===== src/rtl/lrq_pkg.sv =====
package lrq_pkg;
  localparam int ADDR_W = 4;
  localparam int DATA_W = 8;

  typedef enum logic [2:0] {
    K_NONE  = 3'd0,
    K_IMM   = 3'd1,
    K_ISO   = 3'd2,
    K_PRIO  = 3'd3,
    K_FAIR  = 3'd4,
    K_READ  = 3'd5,
    K_WRITE = 3'd6,
    K_RSVD  = 3'd7
  } reqKind_e;

  // decoded frame, datapath -> control
  typedef struct packed {
    logic              valid;
    reqKind_e          kind;
    logic [ADDR_W-1:0] addr;
    logic [DATA_W-1:0] data;
    logic              rxSeen;
  } frame_t;

  // strobes, control -> datapath
  typedef struct packed {
    logic              regWr;
    logic [ADDR_W-1:0] wrAddr;
    logic [DATA_W-1:0] wrData;
    logic              statLoad;
    logic              statAbort;
    logic [ADDR_W-1:0] rdAddr;
  } strobe_t;

  function automatic logic isRegKind(input logic [2:0] k);
    return (k == K_READ) || (k == K_WRITE);
  endfunction
endpackage


===== src/rtl/lrq_datapath.sv =====
module lrq_datapath
  import lrq_pkg::*;
(
  input  logic    clk,
  input  logic    rstN,
  input  logic    reqLine,
  input  logic    rxState,
  input  strobe_t stb,
  output frame_t  frame,
  output logic    statActive,
  output logic    statBit,
  output logic    statFinish
);
  localparam int REG_BITS  = 3 + ADDR_W + DATA_W + 1;  // payload after start bit
  localparam int BUS_BITS  = 3 + 3 + 1;
  localparam int CNT_W     = $clog2(REG_BITS);
  localparam int STAT_BITS = ADDR_W + DATA_W;
  localparam int SC_W      = $clog2(STAT_BITS);
  localparam int REGS      = 1 << ADDR_W;

  logic                 shifting, regFrame, rxSeen, frameDone;
  logic [CNT_W-1:0]     cnt, lastIdx;
  logic [REG_BITS-1:0]  shReg;
  logic [DATA_W-1:0]    regs [REGS];
  logic [STAT_BITS-1:0] statSh;
  logic [SC_W-1:0]      statCnt;

  assign lastIdx = regFrame ? CNT_W'(REG_BITS - 1) : CNT_W'(BUS_BITS - 1);

  // request deserializer
  always_ff @(posedge clk) begin
    if (!rstN) begin
      shifting  <= 1'b0;
      regFrame  <= 1'b0;
      rxSeen    <= 1'b0;
      frameDone <= 1'b0;
      cnt       <= '0;
      shReg     <= '0;
    end else begin
      frameDone <= shifting && (cnt == lastIdx);
      if (!shifting) begin
        if (reqLine) begin
          shifting <= 1'b1;
          cnt      <= '0;
          rxSeen   <= rxState;
        end
      end else begin
        shReg  <= {shReg[REG_BITS-2:0], reqLine};
        cnt    <= cnt + 1'b1;
        rxSeen <= rxSeen | rxState;
        if (cnt == CNT_W'(3)) regFrame <= isRegKind(shReg[2:0]);
        if (cnt == lastIdx) shifting <= 1'b0;
      end
    end
  end

  always_comb begin
    frame.valid  = frameDone;
    frame.kind   = regFrame ? reqKind_e'(shReg[REG_BITS-1 -: 3])
                            : reqKind_e'(shReg[BUS_BITS-1 -: 3]);
    frame.addr   = shReg[DATA_W+ADDR_W -: ADDR_W];
    frame.data   = shReg[DATA_W:1];
    frame.rxSeen = rxSeen;
  end

  // register file
  always_ff @(posedge clk) begin
    if (!rstN) begin
      for (int i = 0; i < REGS; i++) regs[i] <= '0;
    end else if (stb.regWr) begin
      regs[stb.wrAddr] <= stb.wrData;
    end
  end

  // status transfer shifter
  always_ff @(posedge clk) begin
    if (!rstN) begin
      statActive <= 1'b0;
      statSh     <= '0;
      statCnt    <= '0;
    end else if (stb.statLoad) begin
      statActive <= 1'b1;
      statSh     <= {stb.rdAddr, regs[stb.rdAddr]};
      statCnt    <= '0;
    end else if (statActive) begin
      if (stb.statAbort || statFinish) begin
        statActive <= 1'b0;
      end else begin
        statSh  <= statSh << 1;
        statCnt <= statCnt + 1'b1;
      end
    end
  end

  assign statFinish = statActive && (statCnt == SC_W'(STAT_BITS - 1));
  assign statBit    = statActive & statSh[STAT_BITS-1];
endmodule


===== src/rtl/lrq_control.sv =====
module lrq_control
  import lrq_pkg::*;
#(
  parameter int ISO_IDLE_CYC = 4
) (
  input  logic     clk,
  input  logic     rstN,
  input  logic     rxState,
  input  logic     busIdle,
  input  logic     arbWon,
  input  logic     txStart,
  input  frame_t   frame,
  input  logic     statActive,
  input  logic     statFinish,
  output strobe_t  stb,
  output logic     reqPending,
  output reqKind_e pendKind,
  output logic     wonPulse,
  output logic     lostPulse
);
  localparam int IDLE_W = $clog2(ISO_IDLE_CYC + 1);

  logic              pending, isoHeld, rxPrev, readPend;
  reqKind_e          kindQ;
  logic [IDLE_W-1:0] idleCnt;
  logic [ADDR_W-1:0] rdAddrQ;
  logic              busReq, dropRx, rxRise;

  assign busReq = frame.valid && (frame.kind inside {K_IMM, K_ISO, K_PRIO, K_FAIR});
  assign dropRx = (frame.kind inside {K_PRIO, K_FAIR}) && frame.rxSeen;
  assign rxRise = rxState && !rxPrev;

  always_ff @(posedge clk) begin
    if (!rstN) begin
      pending   <= 1'b0;
      isoHeld   <= 1'b0;
      kindQ     <= K_NONE;
      idleCnt   <= '0;
      rxPrev    <= 1'b0;
      wonPulse  <= 1'b0;
      lostPulse <= 1'b0;
    end else begin
      wonPulse  <= 1'b0;
      lostPulse <= 1'b0;
      rxPrev    <= rxState;
      if (!pending) begin
        if (busReq && !dropRx) begin
          pending <= 1'b1;
          kindQ   <= frame.kind;
          isoHeld <= 1'b0;
          idleCnt <= '0;
        end
      end else if (isoHeld) begin
        if (txStart) begin
          pending <= 1'b0;
          isoHeld <= 1'b0;
        end else if (busIdle) begin
          if (idleCnt == IDLE_W'(ISO_IDLE_CYC - 1)) begin
            pending <= 1'b0;
            isoHeld <= 1'b0;
          end else begin
            idleCnt <= idleCnt + 1'b1;
          end
        end else begin
          idleCnt <= '0;
        end
      end else if (arbWon) begin
        wonPulse <= 1'b1;
        if (kindQ == K_ISO) begin
          isoHeld <= 1'b1;
          idleCnt <= '0;
        end else begin
          pending <= 1'b0;
        end
      end else if (rxRise && kindQ != K_ISO) begin
        lostPulse <= 1'b1;
        pending   <= 1'b0;
      end
    end
  end

  // register read bookkeeping
  always_ff @(posedge clk) begin
    if (!rstN) begin
      readPend <= 1'b0;
      rdAddrQ  <= '0;
    end else if (frame.valid && frame.kind == K_READ && !readPend) begin
      readPend <= 1'b1;
      rdAddrQ  <= frame.addr;
    end else if (readPend && statFinish && !rxState) begin
      readPend <= 1'b0;
    end
  end

  always_comb begin
    stb.regWr     = frame.valid && (frame.kind == K_WRITE);
    stb.wrAddr    = frame.addr;
    stb.wrData    = frame.data;
    stb.statLoad  = readPend && !statActive && busIdle && !rxState;
    stb.statAbort = statActive && rxState;
    stb.rdAddr    = rdAddrQ;
  end

  assign reqPending = pending;
  assign pendKind   = pending ? kindQ : K_NONE;
endmodule


===== src/rtl/phy_link_req.sv =====
module phy_link_req
  import lrq_pkg::*;
#(
  parameter int ISO_IDLE_CYC = 4
) (
  input  logic       clk,
  input  logic       rstN,
  input  logic       reqLine,
  input  logic       rxState,
  input  logic       busIdle,
  input  logic       arbWon,
  input  logic       txStart,
  output logic       reqPending,
  output logic [2:0] pendKind,
  output logic       wonPulse,
  output logic       lostPulse,
  output logic       statActive,
  output logic       statBit
);
  frame_t   frame;
  strobe_t  stb;
  reqKind_e kindE;
  logic     statFinish;

  lrq_datapath u_dp (
    .clk(clk), .rstN(rstN), .reqLine(reqLine), .rxState(rxState), .stb(stb),
    .frame(frame), .statActive(statActive), .statBit(statBit), .statFinish(statFinish)
  );

  lrq_control #(.ISO_IDLE_CYC(ISO_IDLE_CYC)) u_ctl (
    .clk(clk), .rstN(rstN), .rxState(rxState), .busIdle(busIdle), .arbWon(arbWon),
    .txStart(txStart), .frame(frame), .statActive(statActive), .statFinish(statFinish),
    .stb(stb), .reqPending(reqPending), .pendKind(kindE), .wonPulse(wonPulse),
    .lostPulse(lostPulse)
  );

  assign pendKind = kindE;
endmodule


===== config.mk =====
export PLATFORM = sky130hd
export DESIGN_NAME = phy_link_req
export DESIGN_NICKNAME = d
export VERILOG_FILES = /design/src/rtl/lrq_pkg.sv /design/src/rtl/lrq_datapath.sv /design/src/rtl/lrq_control.sv /design/src/rtl/phy_link_req.sv
export SDC_FILE = /design/constraint.sdc
export NUM_CORES = 1
export LEC_CHECK = 0
export CAP_MARGIN = 20
export CORE_MARGIN = 2
export CORE_UTILIZATION = 32
export CTS_CLUSTER_DIAMETER = 50
export DETAILED_ROUTE_END_ITERATION = 6
export PLACE_DENSITY_LB_ADDON = 0.12
export RECOVER_POWER = 100
export SYNTH_ARGS = -nofsm -noshare
export SYNTH_HDL_FRONTEND = slang
export SYNTH_HIERARCHICAL = 1
export SYNTH_SLANG_ARGS = --single-unit
export TNS_END_PERCENT = 50

===== constraint.sdc =====
create_clock -name clk -period 3.4 [get_ports clk]
set_clock_uncertainty 0.15 [all_clocks]
set_input_delay 0.85 -clock clk [delete_from_list [all_inputs] [get_ports clk]]
set_output_delay 0.85 -clock clk [all_outputs]
set_load 0.03 [all_outputs]

==> summary.txt, run 1 <==
Outcome
  – Outcome: completed

Layout
  – Non-Filler Instances: ~1000
  – # diodes: 0
  – Design Area, Final: 0.00954 mm^2
  – Layout cell share with drive strength beyond 1: 11.7%
  – Area Growth Syn to Fin: 12.0%
  – Nets: between 600 and 700

Route
  – Final ANT Viol Nets: 0
  – Total Wirelength: around 20000 um
  – Via count: between 5000 and 6000
  – Wire per inst: ~20 um
  – DR iter-0 viols: 359
  – DRC Markers: 0
  – Vias per Instance: just under 5
  – Pre-antenna DRT Iters: 5

Floorplanning
  – Io pins: 15
  – Initial core utilization: between 30% and 40%
  – Row count: 59
  – Die footprint: 0.0279 mm^2
  – Die X: 167 um
  – Core area: 0.0261 mm^2
  – Die height: 167 um

Timing
  – Final Max Tran Viols: 0
  – Worst hold slack: 0.315 ns
  – Final worst-path cycle share: a little under nine tenths
  – Final Hold Vio Count: 0
  – Minimum clock period: about 3 ns
  – Max-slew headroom: 39.1%
  – Setup total negative slack: 0 ns
  – Setup violations, final: 0
  – RSZ-0062 raised after global routing: false
  – Final setup margin: approximately 0.48 ns
  – Slew @ Worst Pin: 0.912 ns
  – FMAX: 342 MHz

Synthesis
  – Post-synth top cells: and2_1, edfxtp_1, dfxtp_1, mux2i_1, nor2_1
  – Sequential element share of the synthesized area: 58.5%
  – Count leader, synth: and2_1
  – Largest cells by area after synthesis: edfxtp_1, dfxtp_1, and2_1
  – Area leader, netlist: edfxtp_1
  – Most used DFF post-synth: edfxtp_1
  – Number of synthesized flops with an enable pin: 128
  – YS warnings: 6
  – #FFs+latches synth: 185
  – Post-synthesis async set-or-reset flop share: 0%
  – Synth Instances: 665
  – Area share of the largest cell type after synthesis: 45.1%
  – Mapped Area: 0.00852 mm^2
  – Post-synthesis cell type count: 50
  – Mapped Nets: approximately 680
  – Synthesized area per cell: 12.8 um^2

Clocking
  – Clk_lat worst skew: 0.43 ns
  – Htree depth: 4
  – Setup Buffers After CTS: 0
  – CTS max path bufs: 2
  – Post-cts resize count: 0
  – Hold_buf cts: 0
  – Clk slew on worst S/H paths: about 0.070 ns
  – CTS tree: done
  – Sink Count: 185
  – Total CTS buffers: 17
  – Root Buffer: clkbuf_16

Critical path
  – Crit-path max cell delay: 0.47 ns
  – Setup Crit Path Kind: flip-flop to flip-flop
  – CP top delay family: simple AND/OR/NAND/NOR gates
  – WP data arrival: 2.84 ns
  – Req. time, crit path: 3.32 ns
  – Crit-path cells: mux2_1 -> and4b_1 -> nand4_1 -> nor3_1 -> nand2b_1 -> clkbuf_1
  – Startpoint types: flip-flop
  – Slowest cell on crit path: clkbuf_1
  – CP Capture Type: flip-flop
  – Critical path buffer and inverter count: 1
  – Worst Path Max Fanout: 8

Global route
  – Grt met3 use: 2.91%
  – Met2 usage: between 20% and 30%
  – GRT Max-Usage Layer: met2
  – Total GRT Usage: 15.2%
  – Initial antenna violation count: 0
  – First-pass GRT wire length: ~32000 um
  – M1 GR Usage: between 20% and 30%
  – Grt ovf: 0
  – Pin count of the biggest net entering global routing: 26
  – Vias in the first global route: 5263

Place
  – PortBufs: 14
  – Dpl cells: 998
  – DP Area: 0.00904 mm^2
  – Post-DP HPWL: 14200 um
  – Final GP Congestion: 0.784
  – Pre-CTS setup slack: 0.291 ns

Pwr
  – Worst VDD drop: approximately 0.31 mV
  – Leak pwr: 0.00339 uW
  – Power per cell area: 483 mW/mm^2

Job
  – Maximum Capacitance Violations: 0

Hold path
  – Type of the worst min-delay path: flip-flop to flip-flop
worst min-delay path: stages (launching register included):
cell and delay (ns):
dfxtp_1 0.32, inv_1 0.05, o22ai_1 0.05
kinds of logic after synthesis:
| kind of cell | share of synthesized area [%] |
|---|---|
| xor gates and xnor gates | 0.617 |
| buffers and inverters | 4.75 |
| muxes | 13.6 |
| AOI/OAI and AO/OA | 4.67 |
| adders and majority gates | 0.588 |
| and+or+nand+nor | 17.2 |
| DFF | 58.5 |
area by class of cell:
class | instances | area [um^2]
clock inverter | 9 | 70.1
inverter | 12 | 45.0
tap | 335 | 419
fill | 2544 | 16500
timing repair buffer | 55 | 374
clock buffer | 23 | 536
sequential | 185 | 4990
multi-input combinational | 411 | 3110
path summary, 6_finish.rpt:
check	cells past startpoint	slack, ns	endpoint	from
worst min register to register	2	0.31	u_ctl/idleCnt[1]	u_ctl/idleCnt[1]
worst max register to register	6	0.48	u_dp/regs[12][4]	u_dp/regFrame
worst max-delay path	6	0.48	u_dp/regs[12][4]	u_dp/regFrame
worst min-delay path	2	0.31	u_ctl/idleCnt[1]	u_ctl/idleCnt[1]
routing by layer:
metal,vias to the layer above,share of wire (%)
met2,45,49
met1,2543,48
met3,13,2.0
li1,2413,-
met5,-,0
met4,0,0.92
placed cells by master (no fill, tap or decap), drive strengths merged, types with 18 or more instances in the layout:
master	instances
and2	136
mux2i	51
nand2	22
dfxtp	57
edfxtp	128
nor2	52
clkbuf	46
mux4	26
o21ai	22
buf	18
sequential cells by signal (all words and copies together) (netlist names), 3 cells and up:
register       flops
u_dp/regs        128
u_dp/shReg        16
u_dp/statSh       12
u_ctl/rdAddrQ      4
u_dp/cnt           4
u_dp/statCnt       4
u_ctl/idleCnt      3
u_ctl/kindQ        3
stage by stage:
stage | utilization [%] | power, uW
6_report | 36.6 | 4610
5_1_grt | 36.6 | 4780
4_1_cts | 37.0 | 4680
3_5_place_dp | 34.7 | 2660
3_3_place_gp | 34.7 | 2660
2_1_floorplan | - | 2600
where the power goes:
part           total [uW]  leakage, uW  switching, uW  internal (uW)
Combinational         119      0.00130           76.2           43.2
Sequential           2480      0.00178           28.4           2450
Clock                2010     0.000304            880           1130
Total                4610      0.00339            984           3620
(Power assumes the default switching activity.)
==> run 2: changes to the inputs <==
CORE_UTILIZATION = 40   (was 32)
==> run 2 against run 1 <==
First-iteration DRC count shrank 0.28%; critical endpoint is now u_dp/statSh[1]; critical path depth is the same; worst hold slack better by 0.0024 ns; count of clock-buffer cells in the layout is 5 lower; largest power group unchanged; maximum frequency shrank 3.4%.
==> summary.txt, run 2 (same netlist as run 1, synthesis figures left out) <==
Floorplanning
  – Row count: 53
  – Initial core utilization: 40.6%
  – Core area: about 0.021 mm^2
  – Die height: 150 um
  – Io pins: 15
  – Die X: 150 um
  – Die footprint: about 0.022 mm^2

Pwr
  – Reg power frac: 54.2%
  – Combinational power share: 2.7%
  – Power per cell area: 486 mW/mm^2
  – Worst VDD drop: between 0.3 and 0.4 mV
  – Cell-internal power: 3650 uW
  – Total power: 4570 uW
  – Psw: between 900 and 1000 uW
  – Leak pwr: 0.00335 uW
  – Clock network fraction of total power: 43.1%
  – Sw Ratio: 20.3%

Place
  – Post-DP HPWL: about 13000 um
  – PortBufs: 14
  – Final GP Congestion: 0.759

Layout
  – Most common cell after layout, fill and taps aside: edfxtp_1
  – Fillers: 1977
  – Commonest non-fill, non-tap cells in the layout: edfxtp_1, and2_0, dfxtp_1
  – Top reg by flops: u_dp/regs
  – # diodes: 0
  – Nets: just under 700
  – Layout cell share with drive strength beyond 1: a little under an eighth
  – Max reg flops: about 130
  – Biggest regs: u_dp/regs x128, u_dp/shReg x16, u_dp/statSh x12
  – Area Growth Syn to Fin: 10.6%

Clocking
  – Clk slew on worst S/H paths: 0.07 ns
  – Post-cts resize count: 0
  – Htree depth: 4
  – Root Buffer: clkbuf_16
  – Total CTS buffers: 17
  – Clk_lat worst skew: about 0.42 ns
  – Sink Count: 185
  – CTS max path bufs: 2
  – Hold_buf cts: 0
  – Setup Buffers After CTS: 0
  – CTS tree: done

Global route
  – Grt ovf: 0
  – Initial antenna violation count: 1
  – Pin count of the biggest net entering global routing: 29
  – First-pass GRT wire length: 29900 um
  – Vias in the first global route: just over 5000
  – Total GRT Usage: 18.2%

Timing
  – Setup total negative slack: 0 ns
  – Slew @ Worst Pin: 0.880 ns
  – Final worst-path cycle share: between 80% and 90%
  – Final Max Tran Viols: 0
  – Max-slew headroom: 41.3%
  – FMAX: 331 MHz
  – Setup violations, final: 0
  – Final Hold Vio Count: 0
  – Minimum clock period: around 3.0 ns
  – RSZ-0062 raised after global routing: false

Route
  – DRC Markers: 0
  – DR iter-0 viols: 358
  – Vias per Instance: 5.19
  – Pre-antenna DRT Iters: 5
  – Total Wirelength: 19300 um
  – Via count: 5015
  – Final ANT Viol Nets: 0
  – Wire per inst: 20.0 um

Critical path
  – Startpoint types: primary input
  – Crit-path cells: clkdlybuf4s50_1 -> clkbuf_1 -> nand3b_1 -> a221oi_1 -> o21ai_0 -> o221ai_1
  – CP Capture Type: flip-flop
  – Setup Crit Path Kind: primary input to flip-flop
  – Slowest cell on crit path: clkdlybuf4s50_1
  – CP top delay family: buffers and inverters
  – Req. time, crit path: 3.59 ns
  – WP data arrival: 3.22 ns
  – Crit-path max cell delay: 0.65 ns
  – Critical path buffer and inverter count: 2
  – Worst Path Max Fanout: 20

Outcome
  – Outcome: completed

Job
  – Maximum Capacitance Violations: 0

Hold path
  – Type of the worst min-delay path: flip-flop to flip-flop
[run 2: tightest hold or removal path: cells and delay by family (launching register included)]
kind,cells,cell delay (ns)
flops,1,0.32
compound gates,1,0.05
buf+inv,1,0.05
[run 2: cell type report]
| type | count | area [um^2] | share of cell area [%] |
|---|---|---|---|
| Timing Repair Buffer | 51 | 337 | 3.57 |
| Inverter | 12 | 45.0 | 0.478 |
| Clock buffer | 18 | 429 | 4.56 |
| Sequential cell | 185 | 4990 | 52.9 |
| Clock inverter | 14 | 154 | 1.63 |
| Multi-Input combinational cell | 411 | 3120 | 33.2 |
| Tap cell | 275 | 344 | 3.65 |
[run 2: per-stage QoR]
stage	hold WS [ns]	utilization (%)	instance area, um^2	worst slack, ns	instances
2_1_floorplan	0.283	-	8520	0.628	665
3_3_place_gp	0.290	42.6	8920	0.373	934
3_5_place_dp	0.306	42.6	8920	0.324	934
4_1_cts	0.316	45.3	9500	0.531	966
5_1_grt	0.325	44.9	9420	0.197	966
6_report	0.317	44.9	9420	0.376	966
[run 2: final timing paths]
path / depth (start not counted) / slack (ns) / end / start
hold reg to reg: 2 / 0.32 / u_ctl/idleCnt[1] / u_ctl/idleCnt[1]
hold / removal: 2 / 0.32 / u_ctl/idleCnt[1] / u_ctl/idleCnt[1]
setup reg to reg: 6 / 0.41 / u_dp/regs[1][4] / u_dp/regFrame
setup / recovery: 6 / 0.38 / u_dp/statSh[1] / rstN
[run 2: power by group through the flow]
stage               logic (uW)  clock network [uW]  registers, uW
floorplan                 82.7                   0           2510
global placement           127                   0           2530
detailed placement         130                   0           2530
CTS                        130                2010           2480
global route               132                2110           2490
finish                     121                1970           2480
[run 2: routing by layer]
layer	vias up	routed length (um)	GRT usage (%)
li1	2397	-	-
met1	2527	9330	25.8
met2	75	9180	28.4
met3	16	556	3.57
met4	0	261	5.57
met5	-	0	0
